===== src/rtl/usb_link_led_pkg.sv =====
package usb_link_led_pkg;

  typedef enum logic [1:0] {
    LNK_IDLE  = 2'd0,   // no address: flash on enumeration traffic
    LNK_LIVE  = 2'd1,   // address held: steady on, off-pulse per packet
    LNK_SLEEP = 2'd2    // suspended: dark
  } lnk_state_t;

endpackage


===== src/rtl/led_hold_timer.sv =====
module led_hold_timer #(
  parameter int unsigned LEN = 16
) (
  input  logic clk,
  input  logic rst,
  input  logic load_i,
  input  logic clear_i,
  output logic busy_o
);
  localparam int unsigned CW = (LEN < 1) ? 1 : $clog2(LEN + 1);

  logic [CW-1:0] cnt_q;

  always_ff @(posedge clk) begin
    if (rst || clear_i) begin
      cnt_q <= '0;
    end else if (load_i) begin
      cnt_q <= CW'(LEN);
    end else if (cnt_q != '0) begin
      cnt_q <= cnt_q - CW'(1);
    end
  end

  assign busy_o = (cnt_q != '0);

  // a new strobe always reloads the full length
  a_r5_reload: assert property (@(posedge clk) disable iff (rst)
    (load_i && !clear_i) |=> (cnt_q == CW'(LEN)));

  // the count falls by one per cycle and never wraps
  a_r4_count_down: assert property (@(posedge clk) disable iff (rst)
    (cnt_q != '0 && !load_i && !clear_i) |=> (cnt_q == $past(cnt_q) - CW'(1)));

  a_r4_no_wrap: assert property (@(posedge clk) disable iff (rst)
    (cnt_q == '0 && !load_i) |=> (cnt_q == '0));

endmodule


===== src/rtl/link_fsm.sv =====
module link_fsm
  import usb_link_led_pkg::*;
(
  input  logic       clk,
  input  logic       rst,
  input  logic       addr_set_i,
  input  logic       bus_rst_i,
  input  logic       suspend_i,
  output lnk_state_t st_o
);
  lnk_state_t st_q, st_d;
  logic       addr_ok;

  assign addr_ok = addr_set_i && !bus_rst_i;

  always_comb begin
    st_d = st_q;
    if (suspend_i) begin
      st_d = LNK_SLEEP;
    end else begin
      unique case (st_q)
        LNK_IDLE:  st_d = addr_ok ? LNK_LIVE : LNK_IDLE;
        LNK_LIVE:  st_d = addr_ok ? LNK_LIVE : LNK_IDLE;
        LNK_SLEEP: st_d = addr_ok ? LNK_LIVE : LNK_IDLE;
        default:   st_d = LNK_IDLE;
      endcase
    end
  end

  always_ff @(posedge clk) begin
    if (rst) st_q <= LNK_IDLE;
    else     st_q <= st_d;
  end

  assign st_o = st_q;

  a_r7_sleep_entry: assert property (@(posedge clk) disable iff (rst)
    suspend_i |=> (st_q == LNK_SLEEP));

  a_r8_drop_addr: assert property (@(posedge clk) disable iff (rst)
    (!suspend_i && (bus_rst_i || !addr_set_i)) |=> (st_q == LNK_IDLE));

  a_r3_enter_live: assert property (@(posedge clk) disable iff (rst)
    (!suspend_i && !bus_rst_i && addr_set_i) |=> (st_q == LNK_LIVE));

endmodule


===== src/rtl/usb_link_led.sv =====
module usb_link_led
  import usb_link_led_pkg::*;
#(
  parameter int unsigned BLINK_CYC = 1200000,
  parameter int unsigned PULSE_CYC = 4800000
) (
  input  logic clk,
  input  logic rst,
  input  logic enum_act_i,
  input  logic addr_set_i,
  input  logic pkt_ok_i,
  input  logic suspend_i,
  input  logic bus_rst_i,
  output logic led_sink_n_o
);
  lnk_state_t st;
  logic       blink_busy, pulse_busy;
  logic       lit_d, led_n_q;

  link_fsm u_fsm (
    .clk        (clk),
    .rst        (rst),
    .addr_set_i (addr_set_i),
    .bus_rst_i  (bus_rst_i),
    .suspend_i  (suspend_i),
    .st_o       (st)
  );

  // flash timer: only meaningful while unaddressed
  led_hold_timer #(.LEN(BLINK_CYC)) u_blink (
    .clk     (clk),
    .rst     (rst),
    .load_i  (enum_act_i && st == LNK_IDLE),
    .clear_i (st != LNK_IDLE),
    .busy_o  (blink_busy)
  );

  // off-pulse timer: only meaningful while addressed
  led_hold_timer #(.LEN(PULSE_CYC)) u_pulse (
    .clk     (clk),
    .rst     (rst),
    .load_i  (pkt_ok_i && st == LNK_LIVE),
    .clear_i (st != LNK_LIVE),
    .busy_o  (pulse_busy)
  );

  always_comb begin
    unique case (st)
      LNK_IDLE: lit_d = blink_busy;
      LNK_LIVE: lit_d = !pulse_busy;
      default:  lit_d = 1'b0;
    endcase
  end

  always_ff @(posedge clk) begin
    if (rst) led_n_q <= 1'b1;
    else     led_n_q <= !lit_d;
  end

  assign led_sink_n_o = led_n_q;

  a_r1_reset_dark: assert property (@(posedge clk)
    rst |=> led_n_q);

  a_r7_sleep_dark: assert property (@(posedge clk) disable iff (rst)
    (st == LNK_SLEEP) |=> led_n_q);

  a_r3_steady_on: assert property (@(posedge clk) disable iff (rst)
    (st == LNK_LIVE && !pulse_busy) |=> !led_n_q);

  a_r2_idle_dark: assert property (@(posedge clk) disable iff (rst)
    (st == LNK_IDLE && !blink_busy) |=> led_n_q);

endmodule


===== config.mk =====
export PLATFORM = sky130hd
export DESIGN_NAME = usb_link_led
export DESIGN_NICKNAME = d
export VERILOG_FILES = /design/src/rtl/usb_link_led_pkg.sv /design/src/rtl/led_hold_timer.sv /design/src/rtl/link_fsm.sv /design/src/rtl/usb_link_led.sv
export SDC_FILE = /design/constraint.sdc
export NUM_CORES = 1
export LEC_CHECK = 0
export BUFFER_PORTS_ARGS = -buffer_cell sky130_fd_sc_hd__buf_2
export CORE_AREA = 5 5 74 76
export CTS_CLUSTER_DIAMETER = 100
export CTS_CLUSTER_SIZE = 40
export DETAILED_ROUTE_END_ITERATION = 8
export DIE_AREA = 0 0 79 81
export PLACE_DENSITY = 0.73
export SLEW_MARGIN = 0
export SYNTH_ARGS = -nofsm -noshare
export SYNTH_HDL_FRONTEND = slang
export SYNTH_SLANG_ARGS = --single-unit

===== constraint.sdc =====
create_clock -name clk -period 2.7 [get_ports clk]
set_clock_uncertainty 0.1 [all_clocks]
set_input_delay 0.27 -clock clk [delete_from_list [all_inputs] [get_ports clk]]
set_output_delay 0.27 -clock clk [all_outputs]
set_load 0.01 [all_outputs]

==> results of run 1 <==
cells in the mapped netlist (all sizes together) (2+ instances only):
master,number,area share [%]
dfxtp,47,36
nand4,7,1.7
a2111o,3,1.3
a311oi,2,0.67
nand2b,3,0.72
or2,6,1.4
and4,5,1.7
nor4b,3,1.5
nand2,28,4.0
o41ai,6,2.0
o31ai,8,2.3
clkbuf,7,1.0
buf,7,1.9
nor4,12,4.5
a21oi,21,4.0
or4,15,4.6
nand3,8,1.7
a31oi,8,1.9
nand4b,2,0.67
or3,15,3.6
and2,3,0.72
ha,3,1.4
a2111oi,4,1.3
or3b,3,1.0
nor3,12,2.5
o21ai,12,2.4
inv,9,1.3
mux2i,13,5.0
a211oi,6,1.7
nor2,15,2.1
and3,2,0.48
logic make-up after synthesis:
logic type               Yosys count  share of synthesized area [%]
adder cells (fa/ha/maj)            3                           1.43
AO/OA/AOI/OAI                     74                           19.1
multiplexers                      13                           4.97
flip-flops                        47                           35.9
AND/OR/NAND/NOR                  144                           34.4
buffers and inverters             23                           4.16
per-stage QoR:
stage | total power (uW) | worst slack, ps | instances
after floorplan | 1080 | 753 | 304
after global placement | 1170 | 632 | 355
after detailed placement | 1170 | 459 | 355
after CTS | 1570 | 446 | 361
after global routing | 1660 | 71.3 | 361
final | 1560 | 399 | 361
power by group through the flow:
stage / clock, uW / combinational (uW) / sequential (uW)
floorplan: 0 / 302 / 783
global placement: 0 / 374 / 792
detailed placement: 0 / 381 / 793
CTS: 406 / 382 / 777
global route: 441 / 429 / 786
finish: 392 / 389 / 779
final timing paths:
path	end	slack [ps]	cells after the start	from
max	u_blink.cnt_q[2]	400	6	u_blink.cnt_q[0]
min	u_fsm.st_o[1]	80	2	rst
max reg2reg	u_blink.cnt_q[2]	400	6	u_blink.cnt_q[0]
min reg2reg	u_blink.cnt_q[19]	380	2	u_blink.cnt_q[19]
state kept, by name, indices dropped and copies added, names as in the netlist:
name and count:
u_fsm.st_o 2, u_blink.cnt_q 21, u_pulse.cnt_q 23, led_sink_n_o 1
per-layer routing:
layer | wire, um | vias to the layer above
met5 | 0 | -
met4 | 102 | 0
met3 | 299 | 12
met2 | 2450 | 56
met1 | 2900 | 1151
li1 | - | 1192
layout make-up:
cell class                 instances  area, um2
multi-input combinational        234       1570
fill                             424       1910
sequential                        47        941
tap                               54       67.6
inverter                           9       33.8
clock buffer                       6       72.6
timing repair buffer              11       65.1
==> impl.org, run 1 <==
** Global route
- Global routing consumed, over all layers together, 19.3% of the routing resources.
- The number of antenna violations at the first check in global routing came to 0.
- Gr busiest metal :: met2
- Global-route wire length before repair :: 9830 um
- Met3 capacity usage during global routing :: 4.10%
- For met2 alone, demand over resource in global routing was 28.9%.
- Entering global routing, the biggest net connects 16 pins.
- The via count of the first global-routing pass was 2,114.
- For met1 alone, demand over resource in global routing was 27.2%.
- After global routing the overflow that remains totals 0.

** Worst setup path
- CP top delay family :: simple AND/OR/NAND/NOR gates
- STA classifies the critical path endpoint as a flop.
- Crit-path cells :: inv_1, ha_1, nor4b_1, nand4_1, o21ai_0, mux2i_1
- At the worst endpoint, the arrival time is 2430 ps.
- The critical path is of the flop to flop type.
- The worst setup path is launched from a flop.
- Maximum net fanout on the critical path :: 9
- For this design, the slowest cell found on the critical path is sky130_fd_sc_hd__nor4b_1.
- Critical path required time :: 2830 ps
- Together, buffers and inverters on the worst path number 1.
- Maximum cell stage delay along the critical path :: 520 ps

** Finish
- The library cell used most frequently in the layout, excluding fill and tap cells, is sky130_fd_sc_hd__dfxtp_1.
- The top cell types in the final layout, fill and taps aside, are sky130_fd_sc_hd__dfxtp_1 (47), sky130_fd_sc_hd__nand2_1 (28), sky130_fd_sc_hd__a21oi_1 (21).
- After routing the design area is 2750 um2.
- 0 antenna diodes ended up in the layout.
- Share of cells above drive strength 1 :: 11.7%
- Relative to the synthesized area, the layout overhead comes to 4.97%.
- Measured on the finished design, the core utilization comes to 59.0%.
- The net count of the finished layout is 318.

** Power
- Total power per unit cell area :: 567 nW/um2
- Leakage power :: 0.000998 uW
- Of the total power, the clock network draws 25.1%.
- Summed over all nets, the switching power comes to 513 uW.
- The share of total power dissipated in combinational logic is 24.9%.
- Registers are responsible for 49.9% of the overall power.
- Switching part of the total :: 32.9%
- Int Pwr :: 1050 uW
- VDD sags by at most 0.000353 V.

** Timing
- Number of setup violations in the final report :: 0
- Subtracting the final worst setup slack from the clock period gives 2300 ps.
- RSZ-0062 raised after global routing :: false
- Least-Margin Pin Slew :: 669 ps
- Rel. slew slack :: 55.0%
- The tightest hold path in the finished design has a slack of 78.5 ps.
- Peak Freq :: 435 MHz
- Total negative slack for setup checks :: 0 ps
- Final period util :: 85.2%
- Max-slew violation count :: 0
- Final hold violation count :: 0

** Place
- After legalization and detailed placement, the total HPWL measured 4050 um.
- In this run the cell area measured after placement is 2680 um2.
- GPL Wtd Cong :: 0.792
- IO buf count :: 7

** Synthesis
- Summing every instance area after synthesis gives 2620 um2.
- Share of flip-flops with an asynchronous set or reset after synthesis :: 0%
- Number of distinct library cells after synthesis :: 50
- Synth warn :: 0
- Number of synthesized flops with an enable pin :: 0
- Seq/Total Area, Yosys :: 35.9%
- A synthesized cell averages 8.61 um2.
- Syn_nets :: 314
- Number of standard cells after synthesis :: 304
- Synthesis inferred 47 register bits.
- For this run, the leading register cell type out of synthesis is sky130_fd_sc_hd__dfxtp_1.

** CTS
- Counting every sink on the clock net gives 47.
- Total CTS buffers :: 5
- At the later pin of the worst-skew pair, clock insertion delay measures 300 ps.
- Post-CTS sizing :: 0
- Root buffer cell :: sky130_fd_sc_hd__clkbuf_8
- The longest clock path from root to sink contains 2 buffers.
- Depth of the CTS H-tree :: 2
- Buffer count from post-CTS setup fixing :: 0
- TritonCTS built the clock tree.
- The number of hold buffers added after CTS was 0.
- Clock-pin slew was measured on the worst setup and hold paths at 80 ps.

** Status
- The run finished with clean final reports.

** Die
- Core region area :: 4660 um2
- The die covers 6400 um2.
- Die width :: 79 um
- 8 I/O pins were placed.
- Number of cell rows :: 25
- The die is 81 um tall.
- The initial utilization of the core area, before any placement, comes to 56.2%.

** Routing
- First-pass iteration count of the detailed router :: 4
- Post-route DRC :: 0
- For this block, the routed nets add up to 5750 um of wire.
- Summing over every cut layer, the via total after detailed routing is 2,411.
- The first routing iteration left 220 violations.
- Average wire per standard cell :: 15.9 um
- In the routed layout, each cell is associated on average with a via count of 6.68.
- Detail Route Antenna Nets :: 0

** Min path
- Class of the worst hold path :: input port to flop

** Run
- Across the run, the number of max-cap violations was 0.
(Power assumes the default switching activity.)
==> inputs of run 2 (changes only) <==
--- a/config.mk
+++ b/config.mk
@@ -5,13 +5,14 @@
 export SDC_FILE = /design/constraint.sdc
 export NUM_CORES = 1
 export LEC_CHECK = 0
-export BUFFER_PORTS_ARGS = -buffer_cell sky130_fd_sc_hd__buf_2
-export CORE_AREA = 5 5 74 76
+export CORE_AREA = 5 5 87 65
 export CTS_CLUSTER_DIAMETER = 100
 export CTS_CLUSTER_SIZE = 40
 export DETAILED_ROUTE_END_ITERATION = 8
-export DIE_AREA = 0 0 79 81
-export PLACE_DENSITY = 0.73
+export DIE_AREA = 0 0 92 70
+export DONT_BUFFER_PORTS = 1
+export PLACE_DENSITY = 0.71
+export SETUP_SLACK_MARGIN = 0.2
 export SLEW_MARGIN = 0
 export SYNTH_ARGS = -nofsm -noshare
 export SYNTH_HDL_FRONTEND = slang
==> run 2 against run 1 <==
  * Count of clock-buffer cells in the layout increased by 1
  * Register-to-register slack improved by 130 ps
  * Core utilization increased by 0.062 points
  * Cell area increased by 0.46%
  * Sequential share of layout area decreased by 0.16 points
  * First-iteration DRC count decreased by 9.1%
  * Via count decreased by 0.62%
  * Sequential cell count unchanged
  * Combinational power decreased by 4%
  * Critical path depth unchanged
  * Cell count increased by 0.55%
  * Hold slack got worse by 32 ps
==> impl.org, run 2 (same netlist as run 1, synthesis figures left out) <==
** Power
- In this run the power density over the cells is 568 nW/um2.
- Switching part of the total :: 32.7%
- The analysis attributes to net switching a power of 514 uW.
- The share of total power dissipated in the clock network is 26.3%.
- Leakage power :: 0.000995 uW
- Internal power comes to 1050 uW.
- Combinational logic is responsible for 23.9% of the overall power.
- Final total power :: 1570 uW
- Maximum VDD drop :: 0.000465 V
- Proportion of power drawn by flip-flops and latches :: 49.7%

** Min path
- Class of the worst hold path :: input port to flop
- The worst hold path passes through 2 cells.

** CTS
- Clk pin slew, worst setup/hold paths :: 80 ps
- Post-CTS sizing :: 0
- Buffer count from post-CTS setup fixing :: 0
- In this run the deepest clock path goes through 2 buffers.
- Clock insertion delay at the later pin of the skew report :: 300 ps
- In this run the clock root is driven by a sky130_fd_sc_hd__clkbuf_8.
- Counting every sink on the clock net gives 47.
- TritonCTS created 5 clock buffers.
- Hold-fix buffers, CTS :: 2
- Depth of the CTS H-tree :: 2
- TritonCTS clock tree :: built

** Die
- The die covers 6440 um2.
- In this run the horizontal extent of the chip is 92 um.
- Starting density of the core :: 56.0%
- Total I/O pin count :: 8
- The total area inside the core boundary comes to 4680 um2.
- In this run the core area contains 21 standard-cell rows.
- Y dimension of the die :: 70 um

** Worst setup path
- Crit path buffers/inverters :: 1
- In this run the number of cells on the critical path is 6.
- The critical path is of the flop to flop type.
- Maximum cell stage delay along the critical path :: 450 ps
- At the worst endpoint, the arrival time is 2300 ps.
- Of all nets on the critical path, the largest fanout is 9.
- The worst setup path is captured at a flop.
- Measured in cells, the most critical reg-to-reg path has a length of 6.
- Among all stages on the critical path, the largest delay is contributed by sky130_fd_sc_hd__nor4b_1.
- The worst setup path is launched from a flop.
- The signal on the critical path passes through inv_1, ha_1, nor4b_1, nand4_1, o21ai_0, mux2i_1.
- CP top delay family :: simple AND/OR/NAND/NOR gates
- Data on the critical path is required at its endpoint by 2830 ps.

** Finish
- Leaving out fill and tap cells, the most frequent cell in the layout is sky130_fd_sc_hd__dfxtp_1.
- Cells with a size suffix above 1 make up 10.5% of the layout.
- Largest reg by FF count :: u_pulse.cnt_q
- After the last flow step, the layout net total stands at 315.
- Most frequent cells in the layout :: sky130_fd_sc_hd__dfxtp_1 (47), sky130_fd_sc_hd__nand2_1 (28), sky130_fd_sc_hd__a21oi_1 (21)
- Number of inserted filler cells in the final layout :: 432
- Area used by multi-input combinational logic :: 1570 um2
- Max reg flops :: 23
- Flip-flop and latch area :: 941 um2
- P&R area growth vs syn :: 5.45%
- The number of antenna diodes in the final layout is 0.

** Timing
- For the finished layout, the period the worst path requires is 2170 ps.
- Rel. slew slack :: 58.7%
- The worst path uses 80.4% of the clock period.
- Setup violations remaining at the end of the flow were counted as 0.
- Max-slew violation count :: 0
- For the pin with the worst max-slew slack, the measured transition is 614 ps.
- The number of hold violations in the final report was 0.
- Peak Freq :: 461 MHz
- Across all setup checks in the final design, the least slack found is 529 ps.
- Total negative slack for setup checks :: 0 ps
- RSZ-0062 raised after global routing :: false
- On the final layout, the worst hold slack is 46.3 ps.

** Global route
- Entering global routing, the biggest net connects 18 pins.
- For met3 alone, demand over resource in global routing was 3.65%.
- All-Layer GR Usage :: 18.3%
- Global-route wire length before repair :: 9760 um
- After global routing the overflow that remains totals 0.
- For met2 alone, demand over resource in global routing was 23.0%.
- Initial antenna violation count :: 0
- Met1 global-route usage :: 31.0%
- Number of global-route vias before repair :: 1,965
- Gr busiest metal :: met1

** Routing
- The first detailed-routing pass ran for 4 iterations.
- Avg Vias per Cell :: 6.60
- In the final routed layout, each cell accounts on average for 16.1 um.
- The count of nets left with antenna violations once routing finished came out at 0.
- Total number of vias :: 2,396
- Iter 0 DRT Violations :: 200
- In the routed design, unresolved DRC markers number 0.
- Wires add up to 5850 um.

** Place
- GPL Wtd Cong :: 0.823
- The HPWL after detailed placement is 4140 um.
- Worst setup timing slack at the placement stage :: 559 ps
- Buffers placed on the I/O ports in this run total 0.

** Run
- Max-cap violations :: 0

** Status
- The run finished with clean final reports.
==> run 2: changes by cell type in the layout (fill, tap and decap cells not counted) <==
cell	change
sky130_fd_sc_hd__dlygate4sd3_1	+2
sky130_fd_sc_hd__clkinv_2	+1
sky130_fd_sc_hd__buf_2	-7
sky130_fd_sc_hd__clkbuf_1	+1
sky130_fd_sc_hd__buf_4	+2
==> run 2: path summary, 6_finish.rpt <==
check,startpoint,endpoint,slack (ps)
max,u_blink.cnt_q[0],u_blink.cnt_q[2],530
min,bus_rst_i,u_fsm.st_o[0],50
max reg2reg,u_blink.cnt_q[0],u_blink.cnt_q[2],530
min reg2reg,u_blink.cnt_q[19],u_blink.cnt_q[19],400
==> run 2: power groups by stage <==
stage	registers (uW)	clock network, uW	logic [uW]
floorplan	783	0	302
global placement	793	0	362
detailed placement	794	0	367
CTS	778	428	370
global route	787	458	423
finish	780	413	375
==> run 2: layout make-up <==
| class | count | share of cell area [%] |
|---|---|---|
| clock buffers | 7 | 2.76 |
| clock inverters | 1 | 0.181 |
| inverters | 9 | 1.22 |
| multi-input cells | 234 | 56.8 |
| flip-flops and latches | 47 | 34.1 |
| well taps | 57 | 2.58 |
| repair buffers | 8 | 2.36 |
==> run 2: stage by stage <==
stage                     instance area [um2]  utilization, %  cells
final                                    2760            59.0    363
after global routing                     2760            59.0    363
after detailed placement                 2660            56.9    353
after floorplan                          2620               -    304
after CTS                                2760            59.0    363
after global placement                   2660            56.9    353
==> run 2: layer usage <==
metal	vias up	part of all wire [%]
met2	71	39
met1	1133	56
met3	2	5.2
li1	1190	-
met5	-	0
met4	0	0.32
